--- config.mk ---
export PLATFORM = sky130hd
export DESIGN_NAME = dvfs_cluster_ctrl
export DESIGN_NICKNAME = d
export VERILOG_FILES = /design/src/rtl/dvfs_pkg.sv /design/src/rtl/region_load_avg.sv /design/src/rtl/link_boundary_map.sv /design/src/rtl/reconfig_seq.sv /design/src/rtl/dvfs_cluster_ctrl.sv
export SDC_FILE = /design/constraint.sdc
export NUM_CORES = 1
export LEC_CHECK = 0
export ABC_AREA = 1
export ABC_CLOCK_PERIOD_IN_PS = 12500
export BUFFER_PORTS_ARGS = -buffer_cell sky130_fd_sc_hd__buf_2
export CAP_MARGIN = 25
export CORE_MARGIN = 8
export CORE_UTILIZATION = 55
export DETAILED_ROUTE_END_ITERATION = 8
export HOLD_SLACK_MARGIN = 0.06
export PLACE_DENSITY_LB_ADDON = 0.05
export SYNTH_ARGS = -nofsm -noshare
export SYNTH_HDL_FRONTEND = slang
export SYNTH_SLANG_ARGS = --single-unit
--- constraint.sdc ---
create_clock -name clk -period 12.5 [get_ports clk]
set_input_delay 0.625 -clock clk [delete_from_list [all_inputs] [get_ports clk]]
set_output_delay 0.625 -clock clk [all_outputs]
set_load 0.02 [all_outputs]
--- src/rtl/dvfs_pkg.sv ---
package dvfs_pkg;

  typedef enum logic [1:0] {
    PH_IDLE   = 2'd0,
    PH_LINKS  = 2'd1,
    PH_SUPPLY = 2'd2
  } phase_e;

endpackage

--- src/rtl/region_load_avg.sv ---
module region_load_avg #(
  parameter int NREG   = 16,
  parameter int OCC_W  = 4,
  parameter int THR_W  = 4,
  parameter int WINDOW = 50
) (
  input  logic                  clk,
  input  logic                  rst_n,
  input  logic [NREG*OCC_W-1:0] occ_i,
  input  logic [THR_W-1:0]      thresh_i,
  output logic                  win_end_o,
  output logic [NREG-1:0]       hot_o
);

  localparam int CNT_W = $clog2(WINDOW);
  localparam int ACC_W = OCC_W + CNT_W;
  localparam int CMP_W = ACC_W + THR_W;

  logic [CNT_W-1:0] cnt;
  logic [CMP_W-1:0] limit;

  assign win_end_o = (cnt == CNT_W'(WINDOW - 1));
  assign limit     = CMP_W'(thresh_i) * CMP_W'(WINDOW);

  always_ff @(posedge clk) begin
    if (!rst_n)         cnt <= '0;
    else if (win_end_o) cnt <= '0;
    else                cnt <= cnt + 1'b1;
  end

  for (genvar g = 0; g < NREG; g++) begin : g_region
    logic [ACC_W-1:0] acc;
    logic [ACC_W-1:0] sum;

    assign sum      = acc + ACC_W'(occ_i[g*OCC_W +: OCC_W]);
    assign hot_o[g] = CMP_W'(sum) > limit;

    always_ff @(posedge clk) begin
      if (!rst_n)         acc <= '0;
      else if (win_end_o) acc <= '0;
      else                acc <= sum;
    end
  end

  // Window wraps to zero right after its last cycle
  assert_window_wrap_R1: assert property (@(posedge clk) disable iff (!rst_n)
    win_end_o |=> (cnt == '0));

  // Counter never leaves its range
  assert_window_range_R1: assert property (@(posedge clk) disable iff (!rst_n)
    cnt < CNT_W'(WINDOW));

endmodule

--- src/rtl/link_boundary_map.sv ---
module link_boundary_map #(
  parameter int ROWS = 4,
  parameter int COLS = 4,
  localparam int NREG  = ROWS * COLS,
  localparam int NH    = ROWS * (COLS - 1),
  localparam int NLINK = NH + (ROWS - 1) * COLS
) (
  input  logic [NREG-1:0]  lvl_i,
  output logic [NLINK-1:0] bnd_o
);

  for (genvar r = 0; r < ROWS; r++) begin : g_hrow
    for (genvar c = 0; c < COLS - 1; c++) begin : g_hcol
      assign bnd_o[r*(COLS-1)+c] = lvl_i[r*COLS+c] ^ lvl_i[r*COLS+c+1];
    end
  end

  for (genvar r = 0; r < ROWS - 1; r++) begin : g_vrow
    for (genvar c = 0; c < COLS; c++) begin : g_vcol
      assign bnd_o[NH+r*COLS+c] = lvl_i[r*COLS+c] ^ lvl_i[(r+1)*COLS+c];
    end
  end

endmodule

--- src/rtl/reconfig_seq.sv ---
module reconfig_seq
  import dvfs_pkg::*;
#(
  parameter int NREG  = 16,
  parameter int NLINK = 24
) (
  input  logic             clk,
  input  logic             rst_n,
  input  logic             win_end_i,
  input  logic [NREG-1:0]  hot_i,
  input  logic [NLINK-1:0] link_done_i,
  input  logic [NREG-1:0]  lvl_done_i,
  input  logic [NLINK-1:0] cand_bnd_i,
  input  logic [NLINK-1:0] tgt_bnd_i,
  output logic [NREG-1:0]  cand_o,
  output logic [NREG-1:0]  tgt_o,
  output logic [NREG-1:0]  lvl_req_o,
  output logic [NLINK-1:0] link_mode_o
);

  phase_e           ph;
  logic             pend_v;
  logic [NREG-1:0]  pend;
  logic [NLINK-1:0] lpend;
  logic [NREG-1:0]  rpend;

  logic [NLINK-1:0] lpend_left;
  logic [NREG-1:0]  rpend_left;
  logic             take;
  logic             go;

  assign lpend_left = lpend & ~link_done_i;
  assign rpend_left = rpend & ~lvl_done_i;
  assign cand_o     = win_end_i ? hot_i : pend;
  assign take       = (ph == PH_IDLE) && (win_end_i || pend_v);
  assign go         = take && (cand_o != lvl_req_o);

  always_ff @(posedge clk) begin
    if (!rst_n) begin
      ph          <= PH_IDLE;
      pend_v      <= 1'b0;
      pend        <= '0;
      tgt_o       <= '0;
      lpend       <= '0;
      rpend       <= '0;
      lvl_req_o   <= '0;
      link_mode_o <= '0;
    end else begin
      unique case (ph)
        PH_IDLE: begin
          if (take) pend_v <= 1'b0;
          if (go) begin
            tgt_o       <= cand_o;
            lpend       <= cand_bnd_i & ~link_mode_o;
            link_mode_o <= link_mode_o | cand_bnd_i;
            ph          <= PH_LINKS;
          end
        end
        PH_LINKS: begin
          if (win_end_i) begin
            pend   <= hot_i;
            pend_v <= 1'b1;
          end
          lpend <= lpend_left;
          if (lpend_left == '0) begin
            lvl_req_o <= tgt_o;
            rpend     <= tgt_o ^ lvl_req_o;
            ph        <= PH_SUPPLY;
          end
        end
        PH_SUPPLY: begin
          if (win_end_i) begin
            pend   <= hot_i;
            pend_v <= 1'b1;
          end
          rpend <= rpend_left;
          if (rpend_left == '0) begin
            link_mode_o <= tgt_bnd_i;
            ph          <= PH_IDLE;
          end
        end
        default: ph <= PH_IDLE;
      endcase
    end
  end

  // Level requests move only when the interface phase completes
  assert_req_after_links_R3: assert property (@(posedge clk) disable iff (!rst_n)
    !$stable(lvl_req_o) |-> ($past(ph) == PH_LINKS) && ($past(lpend_left) == '0));

  // Every boundary of the applied levels is in FIFO mode during the supply phase
  assert_supply_boundaries_fifo_R4: assert property (@(posedge clk) disable iff (!rst_n)
    (ph == PH_SUPPLY) |-> ((tgt_bnd_i & ~link_mode_o) == '0));

  // Outstanding link acknowledges refer only to links held in FIFO mode
  assert_pending_links_fifo_R5: assert property (@(posedge clk) disable iff (!rst_n)
    (ph == PH_LINKS) |-> ((lpend & ~link_mode_o) == '0));

  // A link drops back to wire mode only when the supply phase completes
  assert_wire_after_supply_R6: assert property (@(posedge clk) disable iff (!rst_n)
    (($past(link_mode_o) & ~link_mode_o) != '0) |->
      ($past(ph) == PH_SUPPLY) && ($past(rpend_left) == '0));

  // An unchanged decision starts nothing
  assert_no_change_no_seq_R8: assert property (@(posedge clk) disable iff (!rst_n)
    (take && (cand_o == lvl_req_o)) |=> (ph == PH_IDLE) && $stable(link_mode_o));

endmodule

--- src/rtl/dvfs_cluster_ctrl.sv ---
module dvfs_cluster_ctrl #(
  parameter int ROWS   = 4,
  parameter int COLS   = 4,
  parameter int OCC_W  = 4,
  parameter int THR_W  = 4,
  parameter int WINDOW = 50,
  localparam int NREG  = ROWS * COLS,
  localparam int NLINK = ROWS * (COLS - 1) + (ROWS - 1) * COLS
) (
  input  logic                  clk,
  input  logic                  rst_n,
  input  logic [NREG*OCC_W-1:0] occ_i,
  input  logic [THR_W-1:0]      thresh_i,
  input  logic [NLINK-1:0]      link_done_i,
  input  logic [NREG-1:0]       lvl_done_i,
  output logic [NLINK-1:0]      link_mode_o,
  output logic [NREG-1:0]       lvl_req_o
);

  logic             win_end;
  logic [NREG-1:0]  hot;
  logic [NREG-1:0]  cand;
  logic [NREG-1:0]  tgt;
  logic [NLINK-1:0] cand_bnd;
  logic [NLINK-1:0] tgt_bnd;

  region_load_avg #(
    .NREG(NREG), .OCC_W(OCC_W), .THR_W(THR_W), .WINDOW(WINDOW)
  ) u_load (
    .clk(clk), .rst_n(rst_n), .occ_i(occ_i), .thresh_i(thresh_i),
    .win_end_o(win_end), .hot_o(hot)
  );

  link_boundary_map #(.ROWS(ROWS), .COLS(COLS)) u_cand_map (
    .lvl_i(cand), .bnd_o(cand_bnd)
  );

  link_boundary_map #(.ROWS(ROWS), .COLS(COLS)) u_tgt_map (
    .lvl_i(tgt), .bnd_o(tgt_bnd)
  );

  reconfig_seq #(.NREG(NREG), .NLINK(NLINK)) u_seq (
    .clk(clk), .rst_n(rst_n), .win_end_i(win_end), .hot_i(hot),
    .link_done_i(link_done_i), .lvl_done_i(lvl_done_i),
    .cand_bnd_i(cand_bnd), .tgt_bnd_i(tgt_bnd),
    .cand_o(cand), .tgt_o(tgt), .lvl_req_o(lvl_req_o), .link_mode_o(link_mode_o)
  );

  // After reset, all regions request low and all links are wire
  assert_reset_state_R9: assert property (@(posedge clk)
    !rst_n |=> (lvl_req_o == '0) && (link_mode_o == '0));

endmodule

======== Yosys cells after proc, flatten, opt, wreduce, memory -nomap -nowiden ========
Index checks and enable logic that the tools add are counted.
storage, ports and cells
  input bits .............................. 110
  word-level logic and storage cells ...... 159
  output and inout port bits .............. 40
  register bits after elaboration ......... 281
cells by class
  eq/ne operators ......................... 9
  mux-type cells .......................... 15
  $add $sub $neg .......................... 17
  order comparisons ....................... 16
  $mul .................................... 1
  bitwise logic cells ..................... 57
  reduce and logical (&&, ||, !) cells .... 19
operators by type and width
  operator               number
  $add A10 B4 Y10        16
  $gt A10 B10 Y1         16
  $pmux W24 S2           2
  $mux W24               3
  $and A24 B24 Y24       2
  $not A24 Y24           2
  $xor A1 B1 Y1          48
  $mux W16               2
  $pmux W16 S2           1
  $logic_not A24 Y1      1
  $or A24 B24 Y24        1
  $and A16 B16 Y16       1
  $logic_not A16 Y1      1
  $ne A16 B16 Y1         1
  $not A16 Y16           1
  $xor A16 B16 Y16       1
  $ne A2 B1 Y1 const B   5
  $mul A4 B5 Y9 const B  1
  $reduce_and A3 Y1      3
  $reduce_and A2 Y1      4
  $reduce_bool A2 Y1     4
  $add A6 B1 Y6 const B  1
  $eq A6 B6 Y1 const B   1
  $mux W2                3
  other kinds (10)       13

======== Longest topological paths before layout ========
  word-level depth ........................ 7
  mapped depth ............................ 34
  gate-level depth less buffers ........... 33

======== Cells and area by module ========
From an unflattened synthesis, not the netlist that was laid out.
unflattened totals
  cells, all modules ...................... 3124
  area total of the unflattened synthesis .. 20347.0 sq um
modules (own cells, without submodules)
  module             cells each  instances  sequential area each (sq um)  area each (sq um)
  region_load_avg    2001        1          3323.2                        13500.4
  reconfig_seq       947         1          2302.2                        6185.9
  link_boundary_map  88          2          0.0                           330.3

======== Least setup slack after synthesis ========
OpenSTA, ideal clock, no wires.
  path type ............................... input -> register
  start ................................... input thresh_i[2]
  end ..................................... register u_seq.link_mode_o[21]
  required time ........................... 12389 ps
  arrival time ............................ 4437 ps
  slack ................................... 7952 ps
  library setup time ...................... 111 ps
  stages .................................. 28
  cell sequence ........................... inv_1 -> ha_1 -> inv_1 -> ha_1 -> nand3_1 -> nand2_1 -> xnor2_1 -> ha_1 -> nand2_1 -> nor2_1 -> nand3b_1 -> nand3_1 -> nand2_1 -> nand2_1 -> nand2_1 -> nand2_1 -> nor2_1 -> nand2_1 -> nor2_1 -> nand2_2 -> nand2_4 -> nand2_4 -> nand2_8 -> inv_2 -> buf_6 -> buf_12 -> nor2_4 -> nor2_2
on the way
  cells in the longest elaborated chain, start to end .. 7
ends and longest elaborated chain
  item                                                         RTL line                                     source
  from (decl)                                                  dvfs_cluster_ctrl.sv:13                      input logic [THR_W-1:0] thresh_i,
  $mul A4 B5 Y9 *                                              region_load_avg.sv:23                        assign limit = CMP_W'(thresh_i) * CMP_W'(WINDOW);
  $gt A10 B10 Y1                                               region_load_avg.sv:36                        assign hot_o[g] = CMP_W'(sum) > limit;
  $mux W16 *                                                   reconfig_seq.sv:34                           assign cand_o = win_end_i ? hot_i : pend;
  $ne A16 B16 Y1 or $xor A1 B1 Y1 (tied branches)              reconfig_seq.sv:36, link_boundary_map.sv:20
  $logic_and A1 B1 Y1 or $or A24 B24 Y24 (tied branches)       reconfig_seq.sv:36, reconfig_seq.sv:55
  $ne A2 B1 Y1 (no line) or $mux W24 (tied branches)           -
  $reduce_and A3 Y1 (no line) or $pmux W24 S2 (tied branches)  -
  to (signal assigned)                                         reconfig_seq.sv:55                           link_mode_o <= link_mode_o | cand_bnd_i;
  to (signal assigned)                                         reconfig_seq.sv:78                           link_mode_o <= tgt_bnd_i;
  to (decl)                                                    reconfig_seq.sv:18                           output logic [NLINK-1:0] link_mode_o
Every way passes the cells marked *; elsewhere a longest branch is shown, timed or not. The select of a mux whose other input is x is not followed.
A chain may end at the register's enable or synchronous reset.

======== Worst setup path in the final report ========
  start ................................... input thresh_i[0]
  end ..................................... register u_seq.lpend[14]
on the way
  cells in the longest elaborated chain, start to end .. 7
ends and longest elaborated chain
  item                                                         RTL line                                     source
  $mul A4 B5 Y9 *                                              region_load_avg.sv:23
  $gt A10 B10 Y1                                               region_load_avg.sv:36
  $mux W16 *                                                   reconfig_seq.sv:34
  $ne A16 B16 Y1 or $xor A1 B1 Y1 (tied branches)              reconfig_seq.sv:36, link_boundary_map.sv:20
  $logic_and A1 B1 Y1 or $and A24 B24 Y24 (tied branches)      reconfig_seq.sv:36, reconfig_seq.sv:54
  $ne A2 B1 Y1 (no line) or $mux W24 (tied branches)           -
  $reduce_and A2 Y1 (no line) or $pmux W24 S2 (tied branches)  -
  to (signal assigned)                                         reconfig_seq.sv:54                           lpend <= cand_bnd_i & ~link_mode_o;
  to (signal assigned)                                         reconfig_seq.sv:64                           lpend <= lpend_left;
  to (decl)                                                    reconfig_seq.sv:24                           logic [NLINK-1:0] lpend;
Marked as above.

==> summary.txt <==
Power
  – Peak VDD IR: 0.0998 mV
  – Clock power share: 36.8%
  – Sw Share: 32.2%
  – Pleak: 0.0113 uW
  – Int Pwr: 1830 uW
  – Comb power frac: 26.4%
  – Seq pwr share: 36.7%
  – P per Cell Area: 128 nW/um^2
  – Switching Power: 867 uW

Worst setup path
  – Crit start category: input port
  – Worst Path Arrival: 6.15 ns
  – Crit-path slowest cell: xor2_1
  – WP data required: 12.91 ns
  – Crit path max fanout: 33
  – CP endpoint kind: flip-flop
  – CP max stage delay: 0.73 ns
  – Critical path type: in2reg
  – Delay-heaviest family, CP: simple AND/OR/NAND/NOR gates
  – Worst reg2reg path endpoint: u_seq.lpend[21]
  – Buf/Inv on CP: 5
  – Most used cell along the critical path: nand2_1
  – Worst reg2reg path startpoint: u_load.g_region[9].acc[0]
  – Worst Reg-to-Reg Cells: 29
  – Reg-to-reg slack, setup: 7.23 ns

Final layout
  – Final cell count without fillers: 3269
  – Util after Layout: 62.7%
  – Fin area: 21100 um^2
  – Nets: 3148
  – Layout cells sized above 1: 9.43%
  – Synthesis-to-layout area growth: 11.9%
  – N_diodes: 0
  – FILL cells: 3145

Place
  – PortBufs: 149
  – Gp weighted congestion: 0.909
  – Placed wire-length estimate: 36400 um
  – Inst Count DP: 3208
  – Placed Area: 20000 um^2

Clock tree
  – TritonCTS Buffers: 35
  – H-tree Lvls: 2
  – Clk Latency, worst-skew pair: 0.51 ns
  – CTS tree: yes
  – Clock root buffer master: clkbuf_16
  – Post-CTS setup buffer count: 0
  – Post_cts resized: 0
  – Hold-fix buffers, CTS: 0
  – Clock buffer depth: 3
  – Clock Sinks: 281
  – Clock-pin slew on the worst setup and hold paths: 0.06 ns

Logic synthesis
  – Post-synth EDFFs: 0
  – Synth cell types: 48
  – FFs w/ async S/R, synth: 0%
  – Synth area leader: dfxtp_1
  – Synth Register Bits: 281
  – Syn nets: 3017
  – Synth top area share: 29.9%
  – Mean post-synth cell area: 7.07 um^2
  – Top cells by count, synth: 474 x inv_1, 467 x nor2_1, 426 x nand2_1
  – Synth Instances: 2666
  – Synth Warn #: 0
  – Top-count cell post-synth: inv_1
  – Netlist Area Pre-Place: 18800 um^2
  – Area contributors post-synth: dfxtp_1 30%, ha_1 15%, inv_1 9.4%, nor2_1 9.3%, nand2_1 8.5%
  – Post-synthesis sequential area ratio: 29.9%
  – Ys flop type: dfxtp_1

GRT
  – Largest net degree at the start of global routing: 98
  – Total GRT Usage: 23.9%
  – First-pass GRT wire length: 81100 um
  – Vias in the first global route: 16500
  – Initial antenna violation count: 0
  – GR Overflow Total: 0

Worst hold path
  – Min-Delay Startpoint: lvl_done_i[10]
  – Hold EP: u_seq.rpend[10]
  – HP Class: in2reg
  – Worst hold path stage count: 4

Floorplan
  – Die span in x: 201 um
  – Core ar.: 33600 um^2
  – Die Ht: 201 um
  – Std cell rows: 67
  – Die area: 40400 um^2
  – I/O Pins: 150
  – Initial Utilization: 56.0%

Timing
  – Layout Skew: 0.0150 ns
  – Fmax: 174 MHz
  – Slew @ Worst Pin: 1.05 ns
  – Hold Fails Final Rpt: 0
  – Total negative slack: 0 ns
  – Final period utilization: 46.0%
  – Slew Limit Fails: 0
  – Tmin final: 5.75 ns
  – Unrepaired setup endpoints after global routing: false
  – Final setup vio count: 0
  – Max-slew headroom: 29.7%

Route
  – DRT Wirelength: 49000 um
  – Vias per cell: 5.13
  – Vias: 16800
  – # DRC: 0
  – Final ANT Viol Nets: 0
  – Iter 0 DRT Violations: 1093
  – Routed len/inst: 15.0 um
  – First-pass iteration count of the detailed router: 6

Outcome
  – Status: complete, no violations

Run
  – Max-cap viol count: 0
==> per-stage QoR <==
stage	total power (uW)	hold slack [ns]	setup slack [ns]
floorplan	1540	0.431	7.95
global placement	1690	0.444	6.42
detailed placement	1720	0.444	6.27
CTS	2720	0.393	6.79
global route	2890	0.425	6.16
finish	2700	0.416	6.75
==> per-layer routing <==
metal / global-route usage, % / vias to the layer above / wire [um]
met5: 0 / - / 0
met4: 6.57 / 0 / 1120
met3: 3.53 / 74 / 2540
met2: 41.6 / 363 / 23400
met1: 30.3 / 7671 / 22000
li1: - / 8657 / -
==> sequential cells by signal, indices dropped and copies added (netlist names) <==
register / flops
u_seq.ph: 2
u_seq.pend_v: 1
u_load.cnt: 6
u_seq.lpend: 24
u_load.g_region.acc: 160
u_seq.tgt_o: 16
u_seq.lvl_req_o: 16
u_seq.pend: 16
u_seq.rpend: 16
u_seq.link_mode_o: 24
==> worst min-delay path, stage by stage <==
cell and delay, ns:
buf_2 0.07, inv_1 0.04, nand3_1 0.06, a31oi_1 0.08
==> cell type report <==
type                    instances  area, um^2  share of cell area (%)
well taps                     448         561                    2.66
multi-input cells            1837       11100                    52.7
inverters                     482        1810                    8.59
clock inverters                 9        70.1                   0.332
clock buffers                  52        1050                    4.99
flip-flops and latches        281        5630                    26.7
repair buffers                160         848                    4.02
==> cells in the final DEF (no fill, tap or decap), drive strengths merged <==
cell,instances
a31o,2
nand3,98
nand2,453
nor4,17
a2111o,2
o21bai,16
o22ai,3
a211oi,5
nor3,20
nor2,472
xnor2,6
a31oi,11
clkbuf,52
xor2,120
o31ai,1
ha,224
o211ai,1
a21oi,114
and2,9
fa,17
and3,6
nand4,19
o32ai,21
o2111ai,1
nand3b,18
o21ai,157
dfxtp,281
clkinv,14
bufinv,1
a21o,17
a22oi,3
or2,4
inv,476
buf,160
==> cells by family after synthesis <==
family	Yosys count	synth area share [%]
fa+ha+maj	241	16.7
compound gates	354	11.2
buf+inv	548	11.2
flops	281	29.9
simple gates	1116	25.2
xor+xnor	126	5.86
==> power by group through the flow <==
stage                     Sequential, uW  Clock (uW)  Combinational (uW)
after floorplan                     1000           0                 533
after global placement              1010           0                 679
after detailed placement            1010           0                 709
after CTS                            991        1010                 718
after global routing                 998        1050                 840
final                                991         992                 713
==> worst max path at each step <==
stage | start | cells past startpoint | to | slack (ns)
3_5_place_dp | thresh_i[0] | 26 | u_seq.lpend[7] | 6.27
6_report | thresh_i[0] | 26 | u_seq.lpend[14] | 6.75
4_1_cts | thresh_i[0] | 26 | u_seq.lpend[14] | 6.79
2_1_floorplan | thresh_i[2] | 28 | u_seq.link_mode_o[21] | 7.95
5_1_grt | thresh_i[0] | 27 | u_seq.lpend[20] | 6.16
3_3_place_gp | thresh_i[0] | 25 | u_seq.lpend[12] | 6.42
Note: power is estimated with default switching activity, not from simulation.
